**src/rtl/hwpk_pkg.sv**
```systemverilog
package hwpk_pkg;

    localparam int          HALF_W     = 16;
    localparam int          WORD_W     = 32;
    localparam int          PAGE_WORDS = 1024;
    localparam logic [2:0]  SIZE_WORD  = 3'd2;
    localparam logic [1:0]  BURST_INCR = 2'b01;
    localparam logic [1:0]  RESP_OKAY  = 2'b00;

    typedef struct packed {
        logic [WORD_W-1:0] data;
        logic [3:0]        strb;
    } beat_t;

    typedef enum logic [2:0] {
        ST_IDLE,
        ST_COLLECT,
        ST_ADDR,
        ST_DATA,
        ST_RESP
    } ctl_state_e;

    function automatic logic [10:0] min11(input logic [10:0] a, input logic [10:0] b);
        return (a < b) ? a : b;
    endfunction

endpackage

```
**src/rtl/hwpk_packer.sv**
```systemverilog
module hwpk_packer
    import hwpk_pkg::*;
#(
    parameter int LEN_W = 16
) (
    input  logic              clk,
    input  logic              rst,
    input  logic              start,
    input  logic              start_upper,
    input  logic [LEN_W-1:0]  start_len,
    input  logic              in_valid,
    input  logic [HALF_W-1:0] in_data,
    input  logic              in_last,
    input  logic              space_ok,
    output logic              in_ready,
    output logic              push,
    output beat_t             push_beat,
    output logic              src_done
);

    logic              active_q;
    logic              phase_q;     // 1: next halfword lands in the upper lanes
    logic              first_up_q;  // upper-only first beat pending
    logic [HALF_W-1:0] lo_q;
    logic [LEN_W-1:0]  rem_q;
    logic              take;
    logic              final_hw;

    assign in_ready = active_q && space_ok;
    assign take     = in_valid && in_ready;
    assign final_hw = in_last || (rem_q == LEN_W'(1));
    assign push     = take && (phase_q || final_hw);
    assign src_done = !active_q;

    always_comb begin
        if (phase_q) begin
            push_beat.data = {in_data, first_up_q ? {HALF_W{1'b0}} : lo_q};
            push_beat.strb = first_up_q ? 4'b1100 : 4'b1111;
        end else begin
            push_beat.data = {{HALF_W{1'b0}}, in_data};
            push_beat.strb = 4'b0011;
        end
    end

    always_ff @(posedge clk) begin
        if (rst) begin
            active_q   <= 1'b0;
            phase_q    <= 1'b0;
            first_up_q <= 1'b0;
            lo_q       <= '0;
            rem_q      <= '0;
        end else if (start) begin
            active_q   <= 1'b1;
            phase_q    <= start_upper;
            first_up_q <= start_upper;
            rem_q      <= start_len;
        end else if (take) begin
            rem_q <= rem_q - LEN_W'(1);
            if (final_hw) active_q <= 1'b0;
            if (phase_q) begin
                phase_q    <= 1'b0;
                first_up_q <= 1'b0;
            end else begin
                lo_q    <= in_data;
                phase_q <= 1'b1;
            end
        end
    end

endmodule

```
**src/rtl/hwpk_fifo.sv**
```systemverilog
module hwpk_fifo
    import hwpk_pkg::*;
#(
    parameter int DEPTH = 16,
    parameter int CNT_W = $clog2(DEPTH + 1)
) (
    input  logic             clk,
    input  logic             rst,
    input  logic             push,
    input  beat_t            push_beat,
    input  logic             pop,
    output beat_t            head,
    output logic [CNT_W-1:0] count
);

    localparam int PTR_W = (DEPTH > 1) ? $clog2(DEPTH) : 1;

    beat_t            mem [DEPTH];
    logic [PTR_W-1:0] wr_q;
    logic [PTR_W-1:0] rd_q;
    logic [CNT_W-1:0] cnt_q;

    function automatic logic [PTR_W-1:0] bump(input logic [PTR_W-1:0] p);
        return (p == PTR_W'(DEPTH - 1)) ? '0 : p + PTR_W'(1);
    endfunction

    assign head  = mem[rd_q];
    assign count = cnt_q;

    always_ff @(posedge clk) begin
        if (push) mem[wr_q] <= push_beat;
    end

    always_ff @(posedge clk) begin
        if (rst) begin
            wr_q  <= '0;
            rd_q  <= '0;
            cnt_q <= '0;
        end else begin
            if (push) wr_q <= bump(wr_q);
            if (pop)  rd_q <= bump(rd_q);
            case ({push, pop})
                2'b10:   cnt_q <= cnt_q + CNT_W'(1);
                2'b01:   cnt_q <= cnt_q - CNT_W'(1);
                default: cnt_q <= cnt_q;
            endcase
        end
    end

endmodule

```
**src/rtl/hwpk_burst_ctl.sv**
```systemverilog
module hwpk_burst_ctl
    import hwpk_pkg::*;
#(
    parameter int ADDR_W    = 32,
    parameter int MAX_BEATS = 16,
    parameter int CNT_W     = 5
) (
    input  logic              clk,
    input  logic              rst,
    input  logic              start,
    input  logic [ADDR_W-1:0] start_addr,
    input  logic [CNT_W-1:0]  buf_count,
    input  logic              src_done,
    input  logic              awready,
    input  logic              wready,
    input  logic              bvalid,
    input  logic [1:0]        bresp,
    output logic              cmd_ready,
    output logic              awvalid,
    output logic [ADDR_W-1:0] awaddr,
    output logic [7:0]        awlen,
    output logic              wvalid,
    output logic              wlast,
    output logic              pop,
    output logic              bready,
    output logic              err
);

    localparam logic [10:0] CAP = 11'(MAX_BEATS);

    ctl_state_e        st_q;
    logic [ADDR_W-1:0] addr_q;
    logic [7:0]        len_q;
    logic [7:0]        beat_q;
    logic              err_q;

    logic [10:0] words_left;
    logic [10:0] plan;
    logic [10:0] have;
    logic        go;
    logic [7:0]  take_n;

    assign words_left = 11'(PAGE_WORDS) - {1'b0, addr_q[11:2]};
    assign plan       = min11(words_left, CAP);
    assign have       = 11'(buf_count);
    assign go         = (have >= plan) || (src_done && (have != 11'd0));
    assign take_n     = 8'((have >= plan) ? plan : have);

    assign cmd_ready = (st_q == ST_IDLE);
    assign awvalid   = (st_q == ST_ADDR);
    assign awaddr    = addr_q;
    assign awlen     = len_q;
    assign wvalid    = (st_q == ST_DATA);
    assign wlast     = wvalid && (beat_q == len_q);
    assign pop       = wvalid && wready;
    assign bready    = (st_q == ST_RESP);
    assign err       = err_q;

    always_ff @(posedge clk) begin
        if (rst) begin
            st_q   <= ST_IDLE;
            addr_q <= '0;
            len_q  <= '0;
            beat_q <= '0;
            err_q  <= 1'b0;
        end else begin
            unique case (st_q)
                ST_IDLE: if (start) begin
                    addr_q <= start_addr & ~ADDR_W'(3);
                    st_q   <= ST_COLLECT;
                end
                ST_COLLECT: if (go) begin
                    len_q <= take_n - 8'd1;
                    st_q  <= ST_ADDR;
                end
                ST_ADDR: if (awready) begin
                    addr_q <= addr_q + ADDR_W'({len_q, 2'b00}) + ADDR_W'(4);
                    beat_q <= '0;
                    st_q   <= ST_DATA;
                end
                ST_DATA: if (wready) begin
                    beat_q <= beat_q + 8'd1;
                    if (beat_q == len_q) st_q <= ST_RESP;
                end
                ST_RESP: if (bvalid) begin
                    if (bresp != RESP_OKAY) err_q <= 1'b1;
                    st_q <= (src_done && (buf_count == '0)) ? ST_IDLE : ST_COLLECT;
                end
                default: st_q <= ST_IDLE;
            endcase
        end
    end

endmodule

```
**src/rtl/hw_pack_wr_master.sv**
```systemverilog
module hw_pack_wr_master
    import hwpk_pkg::*;
#(
    parameter int ADDR_W    = 32,
    parameter int LEN_W     = 16,
    parameter int MAX_BEATS = 16,
    parameter int BUF_WORDS = 16
) (
    input  logic              clk,
    input  logic              rst,
    input  logic              cmd_valid,
    output logic              cmd_ready,
    input  logic [ADDR_W-1:0] cmd_addr,
    input  logic [LEN_W-1:0]  cmd_len,
    input  logic              in_valid,
    output logic              in_ready,
    input  logic [15:0]       in_data,
    input  logic              in_last,
    output logic              m_awvalid,
    input  logic              m_awready,
    output logic [ADDR_W-1:0] m_awaddr,
    output logic [7:0]        m_awlen,
    output logic [2:0]        m_awsize,
    output logic [1:0]        m_awburst,
    output logic              m_wvalid,
    input  logic              m_wready,
    output logic [31:0]       m_wdata,
    output logic [3:0]        m_wstrb,
    output logic              m_wlast,
    input  logic              m_bvalid,
    output logic              m_bready,
    input  logic [1:0]        m_bresp,
    output logic              err
);

    localparam int CNT_W = $clog2(BUF_WORDS + 1);

    logic             start;
    logic             space_ok;
    logic             push;
    logic             pop;
    logic             src_done;
    beat_t            push_beat;
    beat_t            head;
    logic [CNT_W-1:0] buf_count;

    assign start     = cmd_valid && cmd_ready;
    assign space_ok  = (buf_count < CNT_W'(BUF_WORDS));
    assign m_awsize  = SIZE_WORD;
    assign m_awburst = BURST_INCR;
    assign m_wdata   = head.data;
    assign m_wstrb   = head.strb;

    hwpk_packer #(.LEN_W(LEN_W)) u_pack (
        .clk        (clk),
        .rst        (rst),
        .start      (start),
        .start_upper(cmd_addr[1]),
        .start_len  (cmd_len),
        .in_valid   (in_valid),
        .in_data    (in_data),
        .in_last    (in_last),
        .space_ok   (space_ok),
        .in_ready   (in_ready),
        .push       (push),
        .push_beat  (push_beat),
        .src_done   (src_done)
    );

    hwpk_fifo #(.DEPTH(BUF_WORDS), .CNT_W(CNT_W)) u_buf (
        .clk      (clk),
        .rst      (rst),
        .push     (push),
        .push_beat(push_beat),
        .pop      (pop),
        .head     (head),
        .count    (buf_count)
    );

    hwpk_burst_ctl #(.ADDR_W(ADDR_W), .MAX_BEATS(MAX_BEATS), .CNT_W(CNT_W)) u_ctl (
        .clk       (clk),
        .rst       (rst),
        .start     (start),
        .start_addr(cmd_addr),
        .buf_count (buf_count),
        .src_done  (src_done),
        .awready   (m_awready),
        .wready    (m_wready),
        .bvalid    (m_bvalid),
        .bresp     (m_bresp),
        .cmd_ready (cmd_ready),
        .awvalid   (m_awvalid),
        .awaddr    (m_awaddr),
        .awlen     (m_awlen),
        .wvalid    (m_wvalid),
        .wlast     (m_wlast),
        .pop       (pop),
        .bready    (m_bready),
        .err       (err)
    );

endmodule

```
**config.mk**
```make
export PLATFORM = sky130hd
export DESIGN_NAME = hw_pack_wr_master
export DESIGN_NICKNAME = d
export VERILOG_FILES = /design/src/rtl/hwpk_pkg.sv /design/src/rtl/hwpk_packer.sv /design/src/rtl/hwpk_fifo.sv /design/src/rtl/hwpk_burst_ctl.sv /design/src/rtl/hw_pack_wr_master.sv
export SDC_FILE = /design/constraint.sdc
export NUM_CORES = 1
export LEC_CHECK = 0
export ABC_AREA = 1
export BUFFER_PORTS_ARGS = -buffer_cell sky130_fd_sc_hd__buf_2
export CAP_MARGIN = 0
export CORE_MARGIN = 2
export CORE_UTILIZATION = 30
export DETAILED_ROUTE_END_ITERATION = 6
export PLACE_DENSITY = 0.54
export REMOVE_ABC_BUFFERS = 1
export SLEW_MARGIN = 25
export SYNTH_ARGS = -nofsm -noshare
export SYNTH_HDL_FRONTEND = slang
export SYNTH_SLANG_ARGS = --single-unit
```
**constraint.sdc**
```tcl
create_clock -name clk -period 3.9 [get_ports clk]
set_input_delay 0.195 -clock clk [delete_from_list [all_inputs] [get_ports clk]]
set_output_delay 0.195 -clock clk [all_outputs]
set_load 0.02 [all_outputs]
```
# Yosys cells after proc, flatten, opt, wreduce, memory -nomap -nowiden
# Memory sizes are Yosys's and may differ from the RTL's. A register that Yosys moved wholly into a read port is not among the register bits.
# Index checks and enable logic that the tools add are counted.
# op_classes
n_reduce_logical,30
order_cmp,3
n_bitwise,2
mux,37
n_eq_ne,16
addsub,10
# op_table
operator,n
$mux W32,2
$pmux W32 S2,1
$mux W16,3
$mux W36,1
$add A32 B10 Y32,1
$add A32 B3 Y32 const B,1
$mux W8,3
$mux W3,6
$eq A16 B1 Y1 const B,1
$mux W4,4
$pmux W8 S2,1
$sub A16 B1 Y16 const B,1
$pmux W3 S5,1
$reduce_bool A2 Y1,7
$mux W1,12
$reduce_and A3 Y1,4
$ge A5 B11 Y1,1
$lt A11 B5 Y1 const B,1
$mux W11,1
$reduce_bool A11 Y1,1
$sub A11 B10 Y11 const A,1
$pmux W5 S2,1
$add A4 B1 Y4 const B,2
$add A8 B1 Y8 const B,1
22 further kinds,40
# totals
wordCells,112
input_bits,74
ff_bits,100
memories,1
ram_bits,576
out_inout_bits,88
# mem_list
memory,words,width,rd,rd_ports_with_merged_regs,wr,line_no,rtl
u_buf.mem,16,36,1,1,1,hwpk_fifo.sv:18,beat_t mem [DEPTH];

# Depth between registers and ports, before layout
# depth
word_depth,7
depth_mapped,24
mapped_depth_nobuf,24

# Hierarchy
# From an unflattened synthesis, not the netlist that was laid out.
# hier_totals
hier_cells,2961
hier_area_um2,30548.0
# modules_own_cells
mod,seq_area_each_um2,n_inst,cells_per_inst,area_per_inst_um2
hwpk_fifo,17636.9,1,1943,24349.6
hwpk_burst_ctl,1001.0,1,653,3978.8
hwpk_packer,700.7,1,355,2163.3
hw_pack_wr_master,0.0,1,10,56.3

# Worst setup path before layout
# OpenSTA, ideal clock, no wires.
# synth_path
path_kind,flip-flop to flip-flop
from,register u_buf.cnt_q[4] (netlist: u_buf.count[4])
to,memory u_buf.mem[7][10] (netlist name) (enable)
n_path_buf,0
setup_ns,0.468
synth_period_minus_slack_ns,3.861
path_slack_ns,0.039
arrival_time_ns,3.393
path_stages_with_launch,6
required_ns,3.432
path_cell_list,dfxtp_1 -> nor2_2 -> nand2_2 -> inv_2 -> o21ai_1 -> nor3_1
# synth_via
elab_chain_len,6
# synth_rtl
element,line_no,rtl
start: declaration,hwpk_fifo.sv:21,logic [CNT_W-1:0] cnt_q;
start signal: assignment,hwpk_fifo.sv:43,2'b10: cnt_q <= cnt_q + CNT_W'(1);
start signal: assignment,hwpk_fifo.sv:44,2'b01: cnt_q <= cnt_q - CNT_W'(1);
start signal: assignment,hwpk_fifo.sv:45,default: cnt_q <= cnt_q;
$lt A5 B5 Y1,hw_pack_wr_master.sv:48,assign space_ok = (buf_count < CNT_W'(BUF_WORDS));
$logic_and A1 B1 Y1,hwpk_packer.sv:29,assign in_ready = active_q && space_ok;
named net in_ready,hw_pack_wr_master.sv:16,"output logic in_ready,"
$logic_and A1 B1 Y1,hwpk_packer.sv:30,assign take = in_valid && in_ready;
$logic_and A1 B1 Y1,hwpk_packer.sv:32,assign push = take && (phase_q || final_hw);
$mux W1,hwpk_fifo.sv:31,if (push) mem[wr_q] <= push_beat;
$mux W1 (implied by the code),hwpk_fifo.sv:31,
end: declaration,hwpk_fifo.sv:18,
# The timed path passes the listed nets, and every way through them passes these cells.

# Worst setup path after layout
# layout_path
from,register u_ctl.addr_q[2] (netlist: u_ctl.awaddr[2])
to,register u_ctl.len_q[4] (netlist: u_ctl.awlen[4])
# layout_via
elab_chain_len,6
elab_cells_between_ends,8
cone_classes,add/sub: 2; order compare: 2; mux: 2; reduce/logical: 2
# layout_rtl
element,line_no,rtl
start: declaration,hwpk_burst_ctl.sv:32,logic [ADDR_W-1:0] addr_q;
start signal: assignment,hwpk_burst_ctl.sv:69,addr_q <= start_addr & ~ADDR_W'(3);
start signal: assignment,hwpk_burst_ctl.sv:77,"addr_q <= addr_q + ADDR_W'({len_q, 2'b00}) + ADDR_W'(4);"
$sub A11 B10 Y11 *,hwpk_burst_ctl.sv:43,"assign words_left = 11'(PAGE_WORDS) - {1'b0, addr_q[11:2]};"
$lt A11 B5 Y1,hwpk_pkg.sv:24,return (a < b) ? a : b;
$mux W11 *,hwpk_pkg.sv:24,
$ge A5 B11 Y1,"hwpk_burst_ctl.sv:46, hwpk_burst_ctl.sv:47",
$mux W8 or $logic_or A1 B1 Y1 (tied branches),"hwpk_burst_ctl.sv:47, hwpk_burst_ctl.sv:46",
$sub A8 B1 Y8 or $reduce_and A2 Y1 (tied branches),n/a,
end signal: assignment,hwpk_burst_ctl.sv:73,len_q <= take_n - 8'd1;
end: declaration,hwpk_burst_ctl.sv:33,logic [7:0] len_q;
# Mark *: on every way between the ends. The rest lies on a longest branch, timed or not.
# A chain may end at the register's enable or synchronous reset.

==> metrics.md <==
| Metric | Value |
|---|---|
| Status | finished, final reports clean |
| Post-CTS Setup Repair Bufs | 0 |
| Synth-to-layout area growth | 18.8% |
| Via density | 4.73 |
| Compound-Gate Fraction of Synth Area | 0.128 |
| Fmax achieved | 330 MHz |
| Post-Syn Area | 28500 sq um |
| Detailed Routing Iterations Pass 1 | 5 |
| HPWL after DPL | 42600 um |
| Critical Path AT | 3.53 ns |
| Row count | 113 |
| Hold Violations, Final | 0 |
| Critical path fanouts, max | 7 |
| Top FF cell, synth | edfxtp_1 |
| Adder-Cell Fraction of Synth Area | 0.0168 |
| Number of fill cells | 9269 |
| Clock Sink Count | 646 |
| Final core occ | 0.358 |
| Simple-gate portion of the synthesized area | 0.0945 |
| Avg WL per Cell | 18.5 um |
| Initial core utilization | 0.301 |
| DR iter-0 viols | 1455 |
| H-tree depth | 3 |
| Setup TNS | 0 ns |
| Async S/R FF share, synth | 0 |
| Worst min path class | primary input to register |
| Die Width | 312 um |
| Core area | 94600 sq um |
| Root Buffer | clkbuf_16 |
| Final std cells w/o fill | 4068 |
| Nets | 2861 |
| Detailed Route WL | 75300 um |
| Clk Latency, worst-skew pair | 0.61 ns |
| Kind of critical path | register to register |
| Fin crit period | 3.03 ns |
| Clk slew on worst S/H paths | 0.06 ns |
| Largest family of logic cells by synthesized area | compound AO/OA/AOI/OAI gates |
| Yosys reg bits | 646 |
| I/O Buffers | 153 |
| Grt ovf | 0 |
| Slew Limit Fails | 0 |
| Least-Margin Pin Slew | 0.903 ns |
| Die footprint | 97500 sq um |
| Number of global-route vias before repair | 18500 |
| Mapped Cells | 2534 |
| ANT nets after route | 0 |
| Largest net degree at the start of global routing | 137 |
| Slew HR | 0.397 |
| Final setup viols | 0 |
| Number of synthesized flops with an enable pin | 544 |
| Leak | 12.1 nW |
| Power Density | 536 nW/um^2 |
| Final Skew | 0.0204 ns |
| Die height | 312 um |
| Synth warn | 0 |
| Syn Area/Cell | 11.2 sq um |
| Remaining routing DRC violations | 0 |
| CP endpoint kind | register |
| Final hold slack | 0.0408 ns |
| Maximum root-to-sink buffer count | 3 |
| Inst Count DP | 3878 |
| Netlist cell types | 50 |
| CP required | 4.40 ns |
| Critical Path Start Type | register |
| Total CTS buffers | 70 |
| Period utilization | 0.777 |
| I/O pin cnt | 162 |
| GP Congestion | 0.853 |
| Post-synthesis mux area share | 0.0478 |
| XOR/XNOR Fraction of Synth Area | 0.00768 |
| Sequential fraction of the synthesis area | 0.645 |
| CTS tree | built |
| Overall global routing resource usage | 0.152 |
| Max-cap violation count | 0 |
| Detailed-route via count | 19300 |
| Share of layout cells above drive strength 1 | 0.132 |
| Antenna diode count | 0 |
| Initial antenna violation count | 7 |
| First-pass GRT wire length | 113000 um |
| Maximum VDD drop | 0.467 mV |
| RSZ-0062 raised after global routing | no |
## sequential cells by signal, indices dropped and copies added (netlist names), 3 cells and up, named ones only
name          cells
u_buf.mem       544
u_ctl.awaddr     30
u_pack.lo_q      16
u_pack.rem_q     16
u_ctl.awlen       8
u_ctl.beat_q      8
u_buf.count       5
u_buf.rd_q        4
u_buf.wr_q        4
u_ctl.st_q        3
## timing repair
item | in CTS | in global routing
endpoints found under the setup margin | 0 | 0
hold buffers | 65 | 0
gates resized for setup | 0 | 0
endpoints found under the hold margin | 70 | 0
## worst paths after layout
check                                     start        endpoint  slack (ns)  cells after the start
worst max-delay path            u_ctl.awaddr[2]  u_ctl.awlen[4]        0.87                     21
worst min-delay path                 in_data[4]  u_pack.lo_q[4]        0.04                      3
worst max register to register  u_ctl.awaddr[2]  u_ctl.awlen[4]        0.87                     21
worst min register to register   u_pack.lo_q[7]  u_pack.lo_q[7]        0.45                      2
## worst max-delay path: stages (launching register included)
cell and delay [ns]:
dfxtp_1 0.32, inv_1 0.13, ha_1 0.20, inv_1 0.05
nor2_1 0.15, nand3_1 0.12, nand2_1 0.12, nand3_1 0.13
ha_1 0.33, a21oi_1 0.15, nand2_1 0.06, nand2_1 0.11
nand3_1 0.19, nand2_1 0.13, nand2_1 0.09, ha_1 0.22
nand2_1 0.11, inv_1 0.05, nand2_1 0.08, nand2_1 0.05
nor2_1 0.10, nor2_1 0.04
## through the flow
stage	area, sq um	worst slack, ns	power (mW)
final	33900	0.869	18.1
after global routing	33900	0.424	19.0
after CTS	33900	0.847	18.3
after detailed placement	31000	0.858	11.7
after global placement	31000	0.873	11.7
after floorplan	27900	-6.15	10.7
## layer usage
metal  track usage  routed length, um
met1         0.209              34300
met2         0.245              34800
met3        0.0315               4640
met4        0.0340               1420
met5             0                 76
## final cells by class
type | count | area (sq um) | area share
flip-flops and latches | 646 | 18400 | 0.543
multi-input cells | 1470 | 8530 | 0.252
repair buffers | 278 | 2050 | 0.0607
clock buffers | 92 | 1890 | 0.0557
well taps | 1265 | 1580 | 0.0467
inverters | 284 | 1070 | 0.0317
clock inverters | 33 | 352 | 0.0104
## cells by family (layout without fill, tap and decap cells)
family | count (synthesis) | after routing
flip-flops | 646 | 646
adder cells (fa/ha/maj) | 37 | 37
XOR/XNOR | 25 | 25
buffers and inverters | 423 | 687
AO/OA/AOI/OAI | 638 | 638
AND/OR/NAND/NOR | 627 | 627
other | 2 | 7
multiplexers | 136 | 136
## cell usage after synthesis (5+ instances only)
cell type | number | area share
xnor2_1 | 14 | 0.0043
nor3_1 | 21 | 0.0037
nand4_1 | 16 | 0.0035
clkbuf_1 | 75 | 0.0099
a21oi_1 | 216 | 0.038
edfxtp_1 | 544 | 0.57
o22ai_1 | 5 | 0.0011
nand2_4 | 5 | 0.0020
inv_1 | 275 | 0.036
nand2_2 | 6 | 0.0013
nand3b_1 | 5 | 0.0013
o21ai_0 | 233 | 0.041
o211ai_1 | 141 | 0.037
o21ai_1 | 19 | 0.0033
nand3_1 | 106 | 0.019
dfxtp_1 | 102 | 0.072
ha_1 | 35 | 0.015
mux2i_1 | 136 | 0.048
nor2_1 | 145 | 0.019
buf_2 | 28 | 0.0049
xor2_1 | 11 | 0.0034
a31oi_1 | 6 | 0.0013
buf_4 | 20 | 0.0053
nand2_1 | 307 | 0.040
buf_1 | 13 | 0.0017
inv_2 | 5 | 0.00066
## cells in the final DEF, fill, tap and decap left out, types with 3 or more instances in the layout
cell / count
nor2_1: 131
a211oi_1: 3
dfxtp_1: 98
inv_1: 273
inv_2: 7
o22ai_1: 5
conb_1: 7
buf_12: 15
o21ai_1: 19
or2_2: 4
o211ai_1: 141
ha_1: 35
clkinv_1: 9
clkinv_2: 12
o21ai_0: 233
buf_4: 45
bufinv_16: 5
clkbuf_1: 19
nand2_4: 5
xor2_1: 11
a21oi_1: 216
nand3b_1: 5
nand2_1: 307
dlygate4sd3_1: 65
nor3_1: 20
dfxtp_4: 3
inv_4: 5
clkbuf_16: 72
nand2_2: 6
nor2_4: 16
nand4_1: 16
nor2_2: 4
a31oi_1: 6
edfxtp_1: 544
nand3_1: 106
buf_2: 153
xnor2_1: 14
o221ai_1: 3
mux2i_1: 136
## where the power goes
| part | leakage [nW] | switching (mW) | internal [mW] |
|---|---|---|---|
| Combinational | 5.25 | 2.24 | 1.11 |
| Sequential | 5.74 | 0.343 | 7.93 |
| Clock | 1.10 | 2.76 | 3.77 |
| Total | 12.1 | 5.34 | 12.8 |
Note: power is estimated with default switching activity, not from simulation.
